--- config.mk ---
export PLATFORM = sky130hd
export DESIGN_NAME = fifo_mode_ctrl
export DESIGN_NICKNAME = d
export VERILOG_FILES = /design/src/rtl/fifo_mode_pkg.sv /design/src/rtl/fifo_mode_regs.sv /design/src/rtl/fifo_mode_buf.sv /design/src/rtl/fifo_mode_ctrl.sv
export SDC_FILE = /design/constraint.sdc
export NUM_CORES = 2
export LEC_CHECK = 0
export BUFFER_PORTS_ARGS = -buffer_cell sky130_fd_sc_hd__buf_2
export CORE_UTILIZATION = 35
export DETAILED_ROUTE_END_ITERATION = 10
export REMOVE_ABC_BUFFERS = 1
export SETUP_SLACK_MARGIN = 0.2
export SLEW_MARGIN = 20
export SYNTH_ARGS = -nofsm -noshare
export SYNTH_HDL_FRONTEND = slang
export SYNTH_SLANG_ARGS = --single-unit
--- constraint.sdc ---
create_clock -name clk -period 3.6 [get_ports clk]
set_input_delay 0.54 -clock clk [delete_from_list [all_inputs] [get_ports clk]]
set_output_delay 0.54 -clock clk [all_outputs]
set_load 0.05 [all_outputs]
--- src/rtl/fifo_mode_pkg.sv ---
package fifo_mode_pkg;

    typedef enum logic [2:0] {
        MODE_BYTE    = 3'd0,
        MODE_STD16   = 3'd1,
        MODE_EXT128  = 3'd2,
        MODE_DEEP128 = 3'd3,
        MODE_ENH128  = 3'd4
    } fifo_mode_e;

    localparam int unsigned ADDR_W = 2;

    localparam logic [ADDR_W-1:0] ADDR_QCTL = 2'd0;
    localparam logic [ADDR_W-1:0] ADDR_LCTL = 2'd1;
    localparam logic [ADDR_W-1:0] ADDR_FCTL = 2'd2;

    localparam int unsigned BIT_ENABLE = 0;
    localparam int unsigned BIT_DEEP   = 5;
    localparam int unsigned BIT_GUARD  = 7;
    localparam int unsigned BIT_ENH    = 4;

    function automatic fifo_mode_e decode_mode(input logic en, input logic deep,
                                               input logic enh, input logic pin);
        if (!en)       return MODE_BYTE;
        else if (enh)  return MODE_ENH128;
        else if (deep) return MODE_DEEP128;
        else if (pin)  return MODE_EXT128;
        else           return MODE_STD16;
    endfunction

endpackage

--- src/rtl/fifo_mode_regs.sv ---
module fifo_mode_regs
    import fifo_mode_pkg::*;
#(
    parameter int unsigned DATA_W        = 8,
    parameter int unsigned SHALLOW_DEPTH = 16,
    parameter int unsigned DEEP_DEPTH    = 128,
    localparam int unsigned CNT_W        = $clog2(DEEP_DEPTH + 1)
) (
    input  logic              clk,
    input  logic              rst_n,
    input  logic              we,
    input  logic [ADDR_W-1:0] addr,
    input  logic [DATA_W-1:0] wdata,
    output logic [DATA_W-1:0] rdata,
    input  logic              pin,
    output fifo_mode_e        mode,
    output logic [CNT_W-1:0]  limit,
    output logic              flush
);

    typedef struct packed {
        logic              en;
        logic              deep;
        logic [DATA_W-1:0] line;
        logic [DATA_W-1:0] feat;
        fifo_mode_e        mode;
    } regs_t;

    regs_t s_d, s_q;

    function automatic logic [CNT_W-1:0] depth_of(input fifo_mode_e m);
        case (m)
            MODE_BYTE:  return CNT_W'(1);
            MODE_STD16: return CNT_W'(SHALLOW_DEPTH);
            default:    return CNT_W'(DEEP_DEPTH);
        endcase
    endfunction

    always_comb begin
        s_d = s_q;
        if (we) begin
            case (addr)
                ADDR_QCTL: begin
                    s_d.en = wdata[BIT_ENABLE];
                    if (s_q.line[BIT_GUARD]) s_d.deep = wdata[BIT_DEEP];
                end
                ADDR_LCTL: s_d.line = wdata;
                ADDR_FCTL: s_d.feat = wdata;
                default: ;
            endcase
        end
        s_d.mode = decode_mode(s_d.en, s_d.deep, s_d.feat[BIT_ENH], pin);
        flush    = (depth_of(s_d.mode) < depth_of(s_q.mode)) || (s_d.en != s_q.en);
    end

    always_ff @(posedge clk or negedge rst_n) begin
        if (!rst_n) s_q <= '0;
        else        s_q <= s_d;
    end

    always_comb begin
        rdata = '0;
        case (addr)
            ADDR_QCTL: begin
                rdata[BIT_ENABLE] = s_q.en;
                rdata[BIT_DEEP]   = s_q.deep;
            end
            ADDR_LCTL: rdata = s_q.line;
            ADDR_FCTL: rdata = s_q.feat;
            default:   rdata = '0;
        endcase
    end

    assign mode  = s_q.mode;
    assign limit = depth_of(s_q.mode);

    assert_guard_holds_R7: assert property (@(posedge clk) disable iff (!rst_n)
        (we && addr == ADDR_QCTL && !s_q.line[BIT_GUARD]) |=> (s_q.deep == $past(s_q.deep)));

    assert_enh_priority_R6: assert property (@(posedge clk) disable iff (!rst_n)
        (we && addr == ADDR_FCTL && wdata[BIT_ENH] && s_q.en &&
         !(we && addr == ADDR_QCTL)) |=> (mode == MODE_ENH128));

endmodule

--- src/rtl/fifo_mode_buf.sv ---
module fifo_mode_buf #(
    parameter int unsigned DATA_W = 8,
    parameter int unsigned DEPTH  = 128,
    localparam int unsigned PTR_W = $clog2(DEPTH),
    localparam int unsigned CNT_W = $clog2(DEPTH + 1)
) (
    input  logic              clk,
    input  logic              rst_n,
    input  logic              flush,
    input  logic [CNT_W-1:0]  limit,
    input  logic              push,
    input  logic [DATA_W-1:0] wdata,
    input  logic              pop,
    output logic [DATA_W-1:0] rdata,
    output logic              full,
    output logic              empty,
    output logic [CNT_W-1:0]  level
);

    typedef struct packed {
        logic [DEPTH-1:0][DATA_W-1:0] mem;
        logic [PTR_W-1:0]             wr;
        logic [PTR_W-1:0]             rd;
        logic [CNT_W-1:0]             cnt;
    } buf_t;

    buf_t s_d, s_q;
    logic do_push, do_pop;

    function automatic logic [PTR_W-1:0] bump(input logic [PTR_W-1:0] p);
        return (p == PTR_W'(DEPTH - 1)) ? '0 : p + 1'b1;
    endfunction

    assign full  = (s_q.cnt == limit);
    assign empty = (s_q.cnt == '0);

    always_comb begin
        s_d     = s_q;
        do_push = push && !full;
        do_pop  = pop && !empty;
        if (flush) begin
            s_d.wr  = '0;
            s_d.rd  = '0;
            s_d.cnt = '0;
        end else begin
            if (do_push) begin
                s_d.mem[s_q.wr] = wdata;
                s_d.wr          = bump(s_q.wr);
            end
            if (do_pop) s_d.rd = bump(s_q.rd);
            case ({do_push, do_pop})
                2'b10:   s_d.cnt = s_q.cnt + 1'b1;
                2'b01:   s_d.cnt = s_q.cnt - 1'b1;
                default: s_d.cnt = s_q.cnt;
            endcase
        end
    end

    always_ff @(posedge clk or negedge rst_n) begin
        if (!rst_n) s_q <= '0;
        else        s_q <= s_d;
    end

    assign rdata = s_q.mem[s_q.rd];
    assign level = s_q.cnt;

    assert_no_overflow_R9: assert property (@(posedge clk) disable iff (!rst_n)
        level <= limit);

    assert_drop_when_full_R9: assert property (@(posedge clk) disable iff (!rst_n)
        (push && full && !pop && !flush) |=> (level == $past(level)));

    assert_flush_empties_R8: assert property (@(posedge clk) disable iff (!rst_n)
        flush |=> empty);

    assert_pop_empty_ignored_R11: assert property (@(posedge clk) disable iff (!rst_n)
        (pop && empty && !push && !flush) |=> empty);

endmodule

--- src/rtl/fifo_mode_ctrl.sv ---
module fifo_mode_ctrl
    import fifo_mode_pkg::*;
#(
    parameter int unsigned DATA_W        = 8,
    parameter int unsigned SHALLOW_DEPTH = 16,
    parameter int unsigned DEEP_DEPTH    = 128
) (
    input  logic                               clk,
    input  logic                               rst_n,
    input  logic                               reg_we,
    input  logic [ADDR_W-1:0]                  reg_addr,
    input  logic [DATA_W-1:0]                  reg_wdata,
    output logic [DATA_W-1:0]                  reg_rdata,
    input  logic                               depth_pin,
    input  logic                               tx_push,
    input  logic [DATA_W-1:0]                  tx_wdata,
    input  logic                               tx_pop,
    output logic [DATA_W-1:0]                  tx_rdata,
    output logic                               tx_full,
    output logic                               tx_empty,
    output logic [$clog2(DEEP_DEPTH+1)-1:0]    tx_level,
    input  logic                               rx_push,
    input  logic [DATA_W-1:0]                  rx_wdata,
    input  logic                               rx_pop,
    output logic [DATA_W-1:0]                  rx_rdata,
    output logic                               rx_full,
    output logic                               rx_empty,
    output logic [$clog2(DEEP_DEPTH+1)-1:0]    rx_level,
    output logic                               rx_overrun,
    output logic [2:0]                         mode
);

    localparam int unsigned CNT_W = $clog2(DEEP_DEPTH + 1);

    typedef struct packed {
        logic ovr;
    } top_t;

    top_t       s_d, s_q;
    fifo_mode_e mode_w;
    logic [CNT_W-1:0] limit_w;
    logic       flush_w;

    fifo_mode_regs #(
        .DATA_W        (DATA_W),
        .SHALLOW_DEPTH (SHALLOW_DEPTH),
        .DEEP_DEPTH    (DEEP_DEPTH)
    ) u_regs (
        .clk   (clk),
        .rst_n (rst_n),
        .we    (reg_we),
        .addr  (reg_addr),
        .wdata (reg_wdata),
        .rdata (reg_rdata),
        .pin   (depth_pin),
        .mode  (mode_w),
        .limit (limit_w),
        .flush (flush_w)
    );

    fifo_mode_buf #(.DATA_W(DATA_W), .DEPTH(DEEP_DEPTH)) u_tx (
        .clk   (clk),
        .rst_n (rst_n),
        .flush (flush_w),
        .limit (limit_w),
        .push  (tx_push),
        .wdata (tx_wdata),
        .pop   (tx_pop),
        .rdata (tx_rdata),
        .full  (tx_full),
        .empty (tx_empty),
        .level (tx_level)
    );

    fifo_mode_buf #(.DATA_W(DATA_W), .DEPTH(DEEP_DEPTH)) u_rx (
        .clk   (clk),
        .rst_n (rst_n),
        .flush (flush_w),
        .limit (limit_w),
        .push  (rx_push),
        .wdata (rx_wdata),
        .pop   (rx_pop),
        .rdata (rx_rdata),
        .full  (rx_full),
        .empty (rx_empty),
        .level (rx_level)
    );

    always_comb begin
        s_d = s_q;
        if (flush_w)                s_d.ovr = 1'b0;
        else if (rx_push && rx_full) s_d.ovr = 1'b1;
    end

    always_ff @(posedge clk or negedge rst_n) begin
        if (!rst_n) s_q <= '0;
        else        s_q <= s_d;
    end

    assign rx_overrun = s_q.ovr;
    assign mode       = mode_w;

    assert_byte_depth_R2: assert property (@(posedge clk) disable iff (!rst_n)
        (mode_w == MODE_BYTE) |-> (tx_level <= CNT_W'(1) && rx_level <= CNT_W'(1)));

    assert_overrun_set_R10: assert property (@(posedge clk) disable iff (!rst_n)
        (rx_push && rx_full && !flush_w) |=> rx_overrun);

    assert_overrun_sticky_R10: assert property (@(posedge clk) disable iff (!rst_n)
        (rx_overrun && !flush_w) |=> rx_overrun);

endmodule

==> results.txt <==
Synth Flop Type: dfrtp_1
clock tree buffer depth: 4
# H-tree levels: 4
vias in the first global route: 63.7k
DR WL/cell: 24.5 um
final setup margin: -0.723 ns
Worst-Skew Late Latency: 0.95 ns
Detailed Route WL: 267000 um
Tot GR Track Use: 18.9%
Gate Count Post-Synth: 6472
net switching power: 0.0189 W
pin count of the biggest net entering global routing: 134
Num CTS Buffers: 230
DRT antenna net count: 0
Fin Clk Skew: 0.113 ns
DP HPWL: 171000 um
combinational power share: 23.1%
Int Pwr: 0.0449 W
Clk pwr share: 37.9%
Via Count: 58.6k
failing checks: DRC, setup timing
non-filler cells, final: 10.9k
Yosys warnings: 0
post-synth top area share: 53.7%
final hold vios: 0
count of final setup violators: 16
dpl cell area: 109000 sq um
Crit Path Class: reg2out
area delta synth->final: 22.0%
CP Cell Sequence: buf_6 > buf_16 > buf_8 > mux4_2 > a221oi_4 > buf_4 > o22ai_2 > a221oi_2 > buf_4 > nand2_2 > buf_6
initial antenna violation count: 4
Initial Util: 35.2%
Critical Path Sink Type: primary output
number of distinct library cells after synthesis: 68
top-count cell post-synth: dfrtp_1
Crit path largest cell delay: 0.58 ns
CP max stage cell: mux4_2
register bit total from synthesis: 2114
first-pass GRT wire length: 414000 um
status: complete, but fails checks
nets@finish: 7050
DRC violations left: 2
f_max: 231 MHz
EDFF count, synth: 0
synthesized area per cell: 15.2 sq um
Arr. time, crit path: 3.78 ns
DR pass1 iterations: 10
die width: 533 um
critical-path maximum fanout: 7
Design Area, Final: 120000 sq um
startpoint types: register
Tmin final: 4.32 ns
Async S/R FF share, synth: 100%
Crit path max-delay family: buffers and inverters
CTS tree: built
Sink Count: 2114
PwrDens: 531 nW/um^2
CTS Root Cell: clkbuf_16
count of pins over their slew limit: 0
register area share after synthesis: 53.7%
CTS clock-pin slew for the worst setup and hold paths: 0.06 ns
Layout Utilization: 43.0%
layout cells sized above 1: 57.2%
synth top area cells: dfrtp_1 (54%), mux2_2 (23%), mux4_2 (11%)
Leakage: 56.0 nW
Worst Hold Class: in2reg
worst path required time: 3.06 ns
worst-margin pin slew: 1.07 ns
max cap viols: 0
sequential power share: 39.0%
grt ovf: 0
Max VDD drop: 556 uV
RSZ-0062 raised after global routing: true
Die Y: 533 um
relative slew slack: 28.7%
1st-iter DRT viols: 3746
core area: 280000 sq um
crit share post-route: 120%
die footprint: 284000 sq um
# placed instances: 10.4k
I/O Buffers: 81
switching share of power: 29.6%
commonest cells in the synthesized netlist: dfrtp_1 (2114), mux2_2 (2032), mux4_2 (463), clkbuf_1 (378), mux2i_1 (178)
Final Wtd Congestion: 0.834
number of top-level pins: 82
vias per cell: 5.38
CP bufs+invs: 6
mapped cell area: 98600 sq um
Synth area leader: dfrtp_1
row count: 194
[path summary, 6_finish.rpt]
| kind | start | endpoint | slack [ns] | cells past startpoint |
|---|---|---|---|---|
| setup / recovery | u_rx.s_q[8]$_DFFE_PN0P_ | rx_rdata[1] | -0.72 | 11 |
| hold / removal | reg_we | u_regs.s_q[19]$_DFF_PN0_ | 0.13 | 4 |
| setup reg to reg | u_regs.s_q[18]$_DFFE_PN0P_ | u_rx.s_q[908]$_DFFE_PN0P_ | 0.35 | 14 |
| hold reg to reg | u_rx.s_q[863]$_DFFE_PN0P_ | u_rx.s_q[863]$_DFFE_PN0P_ | 0.49 | 1 |
| max in group asynchronous | rst_n | u_rx.s_q[463]$_DFFE_PN0P_ | 2.00 | 4 |
| min in group asynchronous | rst_n | u_rx.s_q[553]$_DFFE_PN0P_ | 0.18 | 2 |
[power by group through the flow]
stage	registers (W)	clock network (W)	logic (W)
2_1_floorplan	0.0262	0	0.00518
3_3_place_gp	0.0252	0	0.0122
3_5_place_dp	0.0253	0	0.0124
4_1_cts	0.0248	0.0248	0.0143
5_1_grt	0.0249	0.0258	0.0155
6_report	0.0249	0.0242	0.0147
[worst register-to-register path: stages (launching register included)]
cell     delay (ns)
dfrtp_1        0.39
nand3_2        0.09
mux2_4         0.31
nor2_2         0.12
a21oi_2        0.07
ha_1           0.31
nand2_2        0.08
o21ai_4        0.15
buf_6          0.17
nand4_4        0.20
buf_12         0.22
buf_4          0.17
or3_1          0.40
buf_6          0.17
mux2_2         0.28
[sequential cells by signal, indices dropped and copies added, names as in the netlist]
name / cells
u_rx.s_q: 1038
u_regs.s_q: 18
rx_overrun: 1
u_regs.mode: 3
u_rx.level: 8
u_tx.level: 8
u_tx.s_q: 1038
[kinds of logic (layout without fill, tap and decap cells)]
group	count (synthesis)	in the layout	synth area share (%)
compound gates	369	369	2.64
xor+xnor	27	27	0.240
fa+ha+maj	24	24	0.320
buf+inv	538	1247	2.31
flops	2114	2114	53.7
mux	2706	2706	36.0
other cells	0	1	0
simple gates	694	695	4.78
[layout make-up]
class / instances / area, sq um
fill: 24882 / 159000
sequential: 2114 / 52900
multi-input combinational: 3821 / 44900
timing repair buffer: 810 / 9820
clock buffer: 337 / 6760
tap: 3724 / 4660
clock inverter: 85 / 1060
inverter: 15 / 56.3
antenna: 1 / 2.50
[layer usage]
| layer | routed length [um] | vias up | share of wire (%) | track usage [%] |
|---|---|---|---|---|
| met1 | 122000 | 31874 | 46 | 26.6 |
| met2 | 127000 | 1103 | 48 | 30.5 |
| li1 | - | 25262 | - | - |
| met3 | 10700 | 396 | 4.0 | 2.42 |
| met4 | 7330 | 0 | 2.7 | 5.25 |
| met5 | 0 | - | 0 | 0 |
[per-stage QoR]
step | setup slack, ns | total power (W) | hold slack (ns) | TNS [ns]
CTS | -0.700 | 0.0640 | 0.0936 | -10.47
global placement | -0.803 | 0.0375 | 0.463 | -902.49
floorplan | -10.06 | 0.0314 | 0.244 | -4990.82
finish | -0.723 | 0.0638 | 0.134 | -9.87
detailed placement | -0.695 | 0.0376 | 0.475 | -728.37
global route | -0.798 | 0.0662 | 0.127 | -11.34
[what timing repair did]
action | 4_1_cts | 5_1_grt
hold buffers | 10 | 0
endpoints found under the hold margin | 203 | 0
pin swaps | 55 | 52
setup endpoints to repair | 1292 | 1475
gates resized for setup | 312 | 105
setup buffers | 59 | 31
cloned | 19 | 3
[placed cells by master (no fill, tap or decap), drive strengths merged, types with 16 or more instances in the layout]
| cell | instances |
|---|---|
| o21ai | 26 |
| and3 | 26 |
| buf | 794 |
| inv | 21 |
| mux2i | 178 |
| a221oi | 52 |
| ha | 22 |
| nor2b | 52 |
| mux4 | 463 |
| xor2 | 17 |
| o22ai | 27 |
| clkinv | 55 |
| nand2 | 119 |
| a211oi | 20 |
| a22o | 16 |
| clkbuf | 340 |
| dfrtp | 2114 |
| mux2 | 2065 |
| nand3 | 83 |
| a31oi | 19 |
| a21oi | 63 |
| a22oi | 112 |
| bufinv | 16 |
| nor3 | 150 |
| nand4 | 25 |
| nor2 | 173 |
Note: power is estimated with default switching activity, not from simulation.
